===== src/rtl/vidctl_pkg.sv =====
package vidctl_pkg;

    localparam int BYTE_W   = 8;
    localparam int ADDR_W   = 7;
    localparam int NUM_REGS = 3;
    localparam int DLY_W    = 3;
    localparam int BIT_CW   = $clog2(BYTE_W + 1);
    localparam logic [ADDR_W-1:0] DEV_ADDR = 7'b1011111;

    typedef enum logic [2:0] {
        ST_IDLE,
        ST_ADDR,
        ST_SUB,
        ST_DATA,
        ST_ACK,
        ST_IGNORE
    } rx_state_e;

    typedef struct packed {
        logic start;
        logic stop;
        logic scl_rise;
        logic scl_fall;
        logic sda;
    } bus_evt_t;

    typedef struct packed {
        logic [2:0]       key_mode;
        logic             chroma_bin;
        logic             key_en;
        logic             key_inv;
        logic [1:0]       fmt_sel;
        logic [DLY_W-1:0] key_dly;
        logic [BYTE_W-1:0] key_val;
    } ctl_fields_t;

    function automatic logic is_write_to_me(input logic [BYTE_W-1:0] b);
        return b == {DEV_ADDR, 1'b0};
    endfunction

    function automatic logic [BYTE_W-1:0] reg_mask(input int idx);
        return (idx == 1) ? BYTE_W'((1 << DLY_W) - 1) : {BYTE_W{1'b1}};
    endfunction

endpackage


===== src/rtl/i2c_line_sync.sv =====
module i2c_line_sync
    import vidctl_pkg::*;
#(
    parameter int STAGES = 2
) (
    input  logic     clk,
    input  logic     rst_n,
    input  logic     scl_i,
    input  logic     sda_i,
    output bus_evt_t evt
);

    logic [STAGES-1:0] scl_q;
    logic [STAGES-1:0] sda_q;
    logic              scl_p;
    logic              sda_p;

    genvar g;
    generate
        for (g = 0; g < STAGES; g++) begin : g_stage
            always_ff @(posedge clk) begin
                if (!rst_n) begin
                    scl_q[g] <= 1'b1;
                    sda_q[g] <= 1'b1;
                end else if (g == 0) begin
                    scl_q[g] <= scl_i;
                    sda_q[g] <= sda_i;
                end else begin
                    scl_q[g] <= scl_q[(g == 0) ? 0 : g-1];
                    sda_q[g] <= sda_q[(g == 0) ? 0 : g-1];
                end
            end
        end
    endgenerate

    always_ff @(posedge clk) begin
        if (!rst_n) begin
            scl_p <= 1'b1;
            sda_p <= 1'b1;
        end else begin
            scl_p <= scl_q[STAGES-1];
            sda_p <= sda_q[STAGES-1];
        end
    end

    logic scl_s;
    logic sda_s;
    assign scl_s = scl_q[STAGES-1];
    assign sda_s = sda_q[STAGES-1];

    always_comb begin
        evt.start    = scl_s & scl_p & sda_p & ~sda_s;
        evt.stop     = scl_s & scl_p & ~sda_p & sda_s;
        evt.scl_rise = scl_s & ~scl_p;
        evt.scl_fall = ~scl_s & scl_p;
        evt.sda      = sda_s;
    end

endmodule


===== src/rtl/i2c_rx_fsm.sv =====
module i2c_rx_fsm
    import vidctl_pkg::*;
(
    input  logic              clk,
    input  logic              rst_n,
    input  bus_evt_t          evt,
    output logic              sda_oe,
    output logic              wr_stb,
    output logic [BYTE_W-1:0] wr_addr,
    output logic [BYTE_W-1:0] wr_data,
    output rx_state_e         state
);

    logic [BYTE_W-1:0] shreg;
    logic [BIT_CW-1:0] bitcnt;
    rx_state_e         ack_next;
    logic              byte_done;

    assign byte_done = evt.scl_fall && (bitcnt == BIT_CW'(BYTE_W));

    always_ff @(posedge clk) begin
        if (!rst_n) begin
            state    <= ST_IDLE;
            ack_next <= ST_IDLE;
            shreg    <= '0;
            bitcnt   <= '0;
            sda_oe   <= 1'b0;
            wr_stb   <= 1'b0;
            wr_addr  <= '0;
            wr_data  <= '0;
        end else begin
            wr_stb <= 1'b0;
            if (evt.start) begin
                state  <= ST_ADDR;
                bitcnt <= '0;
                sda_oe <= 1'b0;
            end else if (evt.stop) begin
                state  <= ST_IDLE;
                sda_oe <= 1'b0;
            end else begin
                case (state)
                    ST_ADDR, ST_SUB, ST_DATA: begin
                        if (evt.scl_rise && bitcnt < BIT_CW'(BYTE_W)) begin
                            shreg  <= {shreg[BYTE_W-2:0], evt.sda};
                            bitcnt <= bitcnt + 1'b1;
                        end
                        if (byte_done) begin
                            if (state == ST_ADDR) begin
                                if (is_write_to_me(shreg)) begin
                                    sda_oe   <= 1'b1;
                                    ack_next <= ST_SUB;
                                    state    <= ST_ACK;
                                end else begin
                                    state <= ST_IGNORE;
                                end
                            end else if (state == ST_SUB) begin
                                wr_addr  <= shreg;
                                sda_oe   <= 1'b1;
                                ack_next <= ST_DATA;
                                state    <= ST_ACK;
                            end else begin
                                wr_data  <= shreg;
                                sda_oe   <= 1'b1;
                                ack_next <= ST_IGNORE;
                                state    <= ST_ACK;
                            end
                        end
                    end
                    ST_ACK: begin
                        if (evt.scl_fall) begin
                            sda_oe <= 1'b0;
                            bitcnt <= '0;
                            state  <= ack_next;
                            if (ack_next == ST_IGNORE) wr_stb <= 1'b1;
                        end
                    end
                    default: begin
                        sda_oe <= 1'b0;
                    end
                endcase
            end
        end
    end

endmodule


===== src/rtl/ctl_regfile.sv =====
module ctl_regfile
    import vidctl_pkg::*;
(
    input  logic              clk,
    input  logic              rst_n,
    input  logic              wr_stb,
    input  logic [BYTE_W-1:0] wr_addr,
    input  logic [BYTE_W-1:0] wr_data,
    output ctl_fields_t       fields
);

    logic [BYTE_W-1:0] regs [NUM_REGS];

    genvar g;
    generate
        for (g = 0; g < NUM_REGS; g++) begin : g_reg
            always_ff @(posedge clk) begin
                if (!rst_n) begin
                    regs[g] <= '0;
                end else if (wr_stb && wr_addr == BYTE_W'(g)) begin
                    regs[g] <= wr_data & reg_mask(g);
                end
            end
        end
    endgenerate

    always_comb begin
        fields.key_mode   = regs[0][7:5];
        fields.chroma_bin = regs[0][4];
        fields.key_en     = regs[0][3];
        fields.key_inv    = regs[0][2];
        fields.fmt_sel    = regs[0][1:0];
        fields.key_dly    = regs[1][DLY_W-1:0];
        fields.key_val    = regs[2];
    end

endmodule


===== src/rtl/vidctl_i2c_regs.sv =====
module vidctl_i2c_regs
    import vidctl_pkg::*;
(
    input  logic       clk,
    input  logic       rst_n,
    input  logic       scl_i,
    input  logic       sda_i,
    output logic       sda_oe,
    output logic [1:0] fmt_sel,
    output logic       chroma_bin,
    output logic [2:0] key_mode,
    output logic       key_en,
    output logic       key_inv,
    output logic [2:0] key_dly,
    output logic [7:0] key_val
);

    bus_evt_t          evt;
    logic              wr_stb;
    logic [BYTE_W-1:0] wr_addr;
    logic [BYTE_W-1:0] wr_data;
    rx_state_e         fsm_state;
    ctl_fields_t       fields;

    i2c_line_sync #(.STAGES(2)) u_sync (
        .clk   (clk),
        .rst_n (rst_n),
        .scl_i (scl_i),
        .sda_i (sda_i),
        .evt   (evt)
    );

    i2c_rx_fsm u_fsm (
        .clk     (clk),
        .rst_n   (rst_n),
        .evt     (evt),
        .sda_oe  (sda_oe),
        .wr_stb  (wr_stb),
        .wr_addr (wr_addr),
        .wr_data (wr_data),
        .state   (fsm_state)
    );

    ctl_regfile u_regs (
        .clk     (clk),
        .rst_n   (rst_n),
        .wr_stb  (wr_stb),
        .wr_addr (wr_addr),
        .wr_data (wr_data),
        .fields  (fields)
    );

    assign fmt_sel    = fields.fmt_sel;
    assign chroma_bin = fields.chroma_bin;
    assign key_mode   = fields.key_mode;
    assign key_en     = fields.key_en;
    assign key_inv    = fields.key_inv;
    assign key_dly    = fields.key_dly;
    assign key_val    = fields.key_val;

endmodule


===== config.mk =====
export PLATFORM = sky130hd
export DESIGN_NAME = vidctl_i2c_regs
export DESIGN_NICKNAME = d
export VERILOG_FILES = /design/src/rtl/vidctl_pkg.sv /design/src/rtl/i2c_line_sync.sv /design/src/rtl/i2c_rx_fsm.sv /design/src/rtl/ctl_regfile.sv /design/src/rtl/vidctl_i2c_regs.sv
export SDC_FILE = /design/constraint.sdc
export NUM_CORES = 1
export LEC_CHECK = 0
export ABC_AREA = 1
export ABC_CLOCK_PERIOD_IN_PS = 1250
export BUFFER_PORTS_ARGS = -buffer_cell sky130_fd_sc_hd__buf_2
export CORE_MARGIN = 5
export CORE_UTILIZATION = 45
export CTS_BUF_LIST = sky130_fd_sc_hd__clkbuf_4 sky130_fd_sc_hd__clkbuf_8 sky130_fd_sc_hd__clkbuf_16
export DETAILED_ROUTE_END_ITERATION = 10
export GPL_TIMING_DRIVEN = 0
export PLACE_DENSITY = 0.7
export SYNTH_ARGS = -nofsm -noshare
export SYNTH_HDL_FRONTEND = slang
export SYNTH_SLANG_ARGS = --single-unit

===== constraint.sdc =====
create_clock -name clk -period 1.25 [get_ports clk]
set_input_delay 0.375 -clock clk [delete_from_list [all_inputs] [get_ports clk]]
set_output_delay 0.375 -clock clk [all_outputs]
set_load 0.01 [all_outputs]

==> summary.txt <==
Outcome
  – Status: finished, violations left
  – Failing checks: negative setup slack

Run
  – Max cap viols: 0

Timing
  – Slew HR: 64.54%
  – Final hold violation count: 0
  – Fin crit share: 116.2%
  – RSZ-0062 raised after global routing: true
  – Fmax: 0.6885 GHz
  – Setup TNS: -6694 ps
  – Actual slew at the worst max-slew pin: 531.9 ps
  – Final setup margin: -202.4 ps
  – Final setup violation count: 55
  – Final Max Slew Viols: 0
  – Clock Skews: 4.757 ps
  – Final min period: 1452 ps

Synthesis
  – Yosys cell types: 31
  – Synthesized area: 0.002522 mm^2
  – Mean Syn Cell Area: 8.436 um^2
  – Syn_nets: 305
  – Ys Warns: 0
  – Share of the yosys chip area belonging to registers: 55.95%
  – #FFs+latches synth: 61
  – Synth Instances: 299

Final layout
  – Layout cells sized above 1: 39.77%
  – Final nets: 353
  – Cell area after layout: 0.003306 mm^2
  – Commonest non-fill, non-tap cells in the layout: nor2_1 (63), nand2_1 (41), dfxtp_1 (33)
  – Area growth from synthesis to layout: 31.05%
  – Commonest non-fill, non-tap cell in the layout: nor2_1
  – Antenna diode count: 0

Global route
  – Initial antenna violation count: 0
  – Vias in the first global route: 1809
  – First-pass GRT wire length: 8411 um
  – All-Layer GR Usage: 15.15%
  – GRT overflow: 0
  – Largest net degree at the start of global routing: 13

Setup path
  – Worst setup SP type: flip-flop
  – Worst EP arrival: 1690 ps
  – Worst Path Required: 1480 ps
  – Critical path class: reg -> reg
  – Endpoint class of the critical path: flip-flop
  – Critical path fanouts, max: 4

Min path
  – Min-delay worst type: in -> reg

Pwr
  – Leakage: 1.415 nW
  – PD cells: 1287 mW/mm^2
  – Pwr Total: 0.004253 W
  – Max rail drop VDD: 0.6986 mV

Clock tree
  – CTS sink cnt: 61
  – H-tree depth: 3
  – Num CTS Buffers: 9
  – Later-pin clock latency in the skew report: 340 ps
  – Clock root cell: clkbuf_8
  – Cts hold-fix bufs: 0
  – CTS tree: yes
  – CTS clk-pin slew, worst paths: 70 ps
  – Maximum clock path buffer count: 2

Place
  – IO Port Bufs: 22
  – Dpl hpwl: 3225 um
  – Placed Area: 0.002729 mm^2
  – GP Congestion: 0.8424

Route
  – Iteration-0 DRC Markers: 114
  – DRT Wirelength: 5157 um
  – Post-route antenna net violation count: 0
  – DRT Pass-1 Iters: 5
  – Routed wire per std cell: 12.16 um
  – Number of remaining DRC errors: 0
  – Via count of the routed design: 2025
  – Via/cell ratio: 4.776

Floorplanning
  – Die height: 84.87 um
  – Die area: 0.007203 mm^2
  – I/O pin count: 24
  – Row count: 27
  – Initial Utilization: 46.09%
  – Core ar.: 0.005473 mm^2
  – Die W: 84.87 um
==> final timing paths <==
check	startpoint	end	slack, ps	depth (start not counted)
max	u_fsm.bitcnt[0]$_SDFFE_PP0P_	u_fsm.ack_next[1]$_SDFFE_PN0P_	-200	11
min	scl_i	u_sync.scl_q[0]$_SDFF_PN1_	220	2
max reg2reg	u_fsm.bitcnt[0]$_SDFFE_PP0P_	u_fsm.ack_next[1]$_SDFFE_PN0P_	-200	11
min reg2reg	u_sync.sda_q[0]$_SDFF_PN1_	u_sync.sda_s$_SDFF_PN1_	410	1
==> cells in the mapped netlist, drive strengths merged <==
| cell | count | area, um^2 |
|---|---|---|
| or2 | 5 | 31.28 |
| a21oi | 16 | 80.08 |
| xor2 | 2 | 17.52 |
| o21bai | 1 | 7.510 |
| nor3 | 2 | 26.28 |
| nor2 | 78 | 310.3 |
| nand2 | 57 | 221.5 |
| dfxtp | 42 | 840.8 |
| nand4 | 4 | 37.53 |
| nand3 | 11 | 77.58 |
| buf | 5 | 30.02 |
| inv | 34 | 127.6 |
| clkbuf | 2 | 17.51 |
| ha | 2 | 25.02 |
| and3 | 1 | 7.510 |
| edfxtp | 19 | 570.6 |
| o21ai | 18 | 93.84 |
==> layout make-up <==
| class | count | area, um^2 |
|---|---|---|
| multi-input cells | 197 | 1141 |
| clock inverters | 7 | 75.07 |
| repair buffers | 37 | 259.0 |
| clock buffers | 9 | 123.9 |
| inverters | 34 | 127.6 |
| fillers | 464 | 2167 |
| flip-flops and latches | 61 | 1425 |
| plain buffers | 7 | 63.81 |
| well taps | 72 | 90.09 |
==> routing by layer <==
layer / wire, um / up-vias / share of wire, % / global-route usage (%)
met5: 0 / - / 0 / 0
met4: 125 / 0 / 2.4 / 8.633
met3: 242 / 11 / 4.7 / 3.786
met2: 2370 / 42 / 46 / 22.63
met1: 2418 / 924 / 47 / 19.98
li1: - / 1048 / - / -
==> timing repair <==
item,CTS,global route
buffers inserted,11,4
resized for setup,47,38
pin swaps,15,16
gates cloned,1,1
endpoints found under the hold margin,0,0
setup endpoints to repair,65,86
==> report_power, final <==
part / internal (W) / switching, W / total [W] / leakage [nW]
registers: 0.00209 / 0.0000313 / 0.00212 / 0.539
logic: 0.000174 / 0.000230 / 0.000404 / 0.784
clock network: 0.000924 / 0.000807 / 0.00173 / 0.0918
==> registers in the layout, summed over array words and instances (netlist names), 3 cells and up <==
register and count:
u_regs.regs 19, u_fsm.shreg 8, u_fsm.wr_addr 8, u_fsm.wr_data 8, u_fsm.bitcnt 4, u_fsm.ack_next 3
u_fsm.state 3
==> critical path, stage by stage (launching register included) <==
cell and delay (ps):
dfxtp_2 340, inv_2 50, ha_4 150, nand2_2 60
inv_2 40, nand3_4 110, nor2_4 50, buf_4 140
buf_6 120, nand2_4 80, nand2_1 40, and3_2 160
==> stage by stage <==
stage	std cells	utilization, %	setup WS [ps]	hold slack (ps)
2_1_floorplan	299	-	-65.94	392.5
5_1_grt	424	60.40	-294.9	206.3
3_3_place_gp	393	49.86	-266.3	394.0
3_5_place_dp	393	49.86	-288.3	400.1
4_1_cts	420	57.34	-173.3	206.7
6_report	424	60.40	-202.4	217.7
==> kinds of logic (layout without fill, tap and decap cells) <==
logic type / after synthesis / after routing / share of synthesized area [%]
compound gates: 35 / 35 / 7.193
xor+xnor: 2 / 2 / 0.6946
fa+ha+maj: 2 / 2 / 0.9919
buf+inv: 41 / 94 / 6.944
flops: 61 / 61 / 55.95
simple gates: 158 / 158 / 28.22
Note: power is estimated with default switching activity, not from simulation.
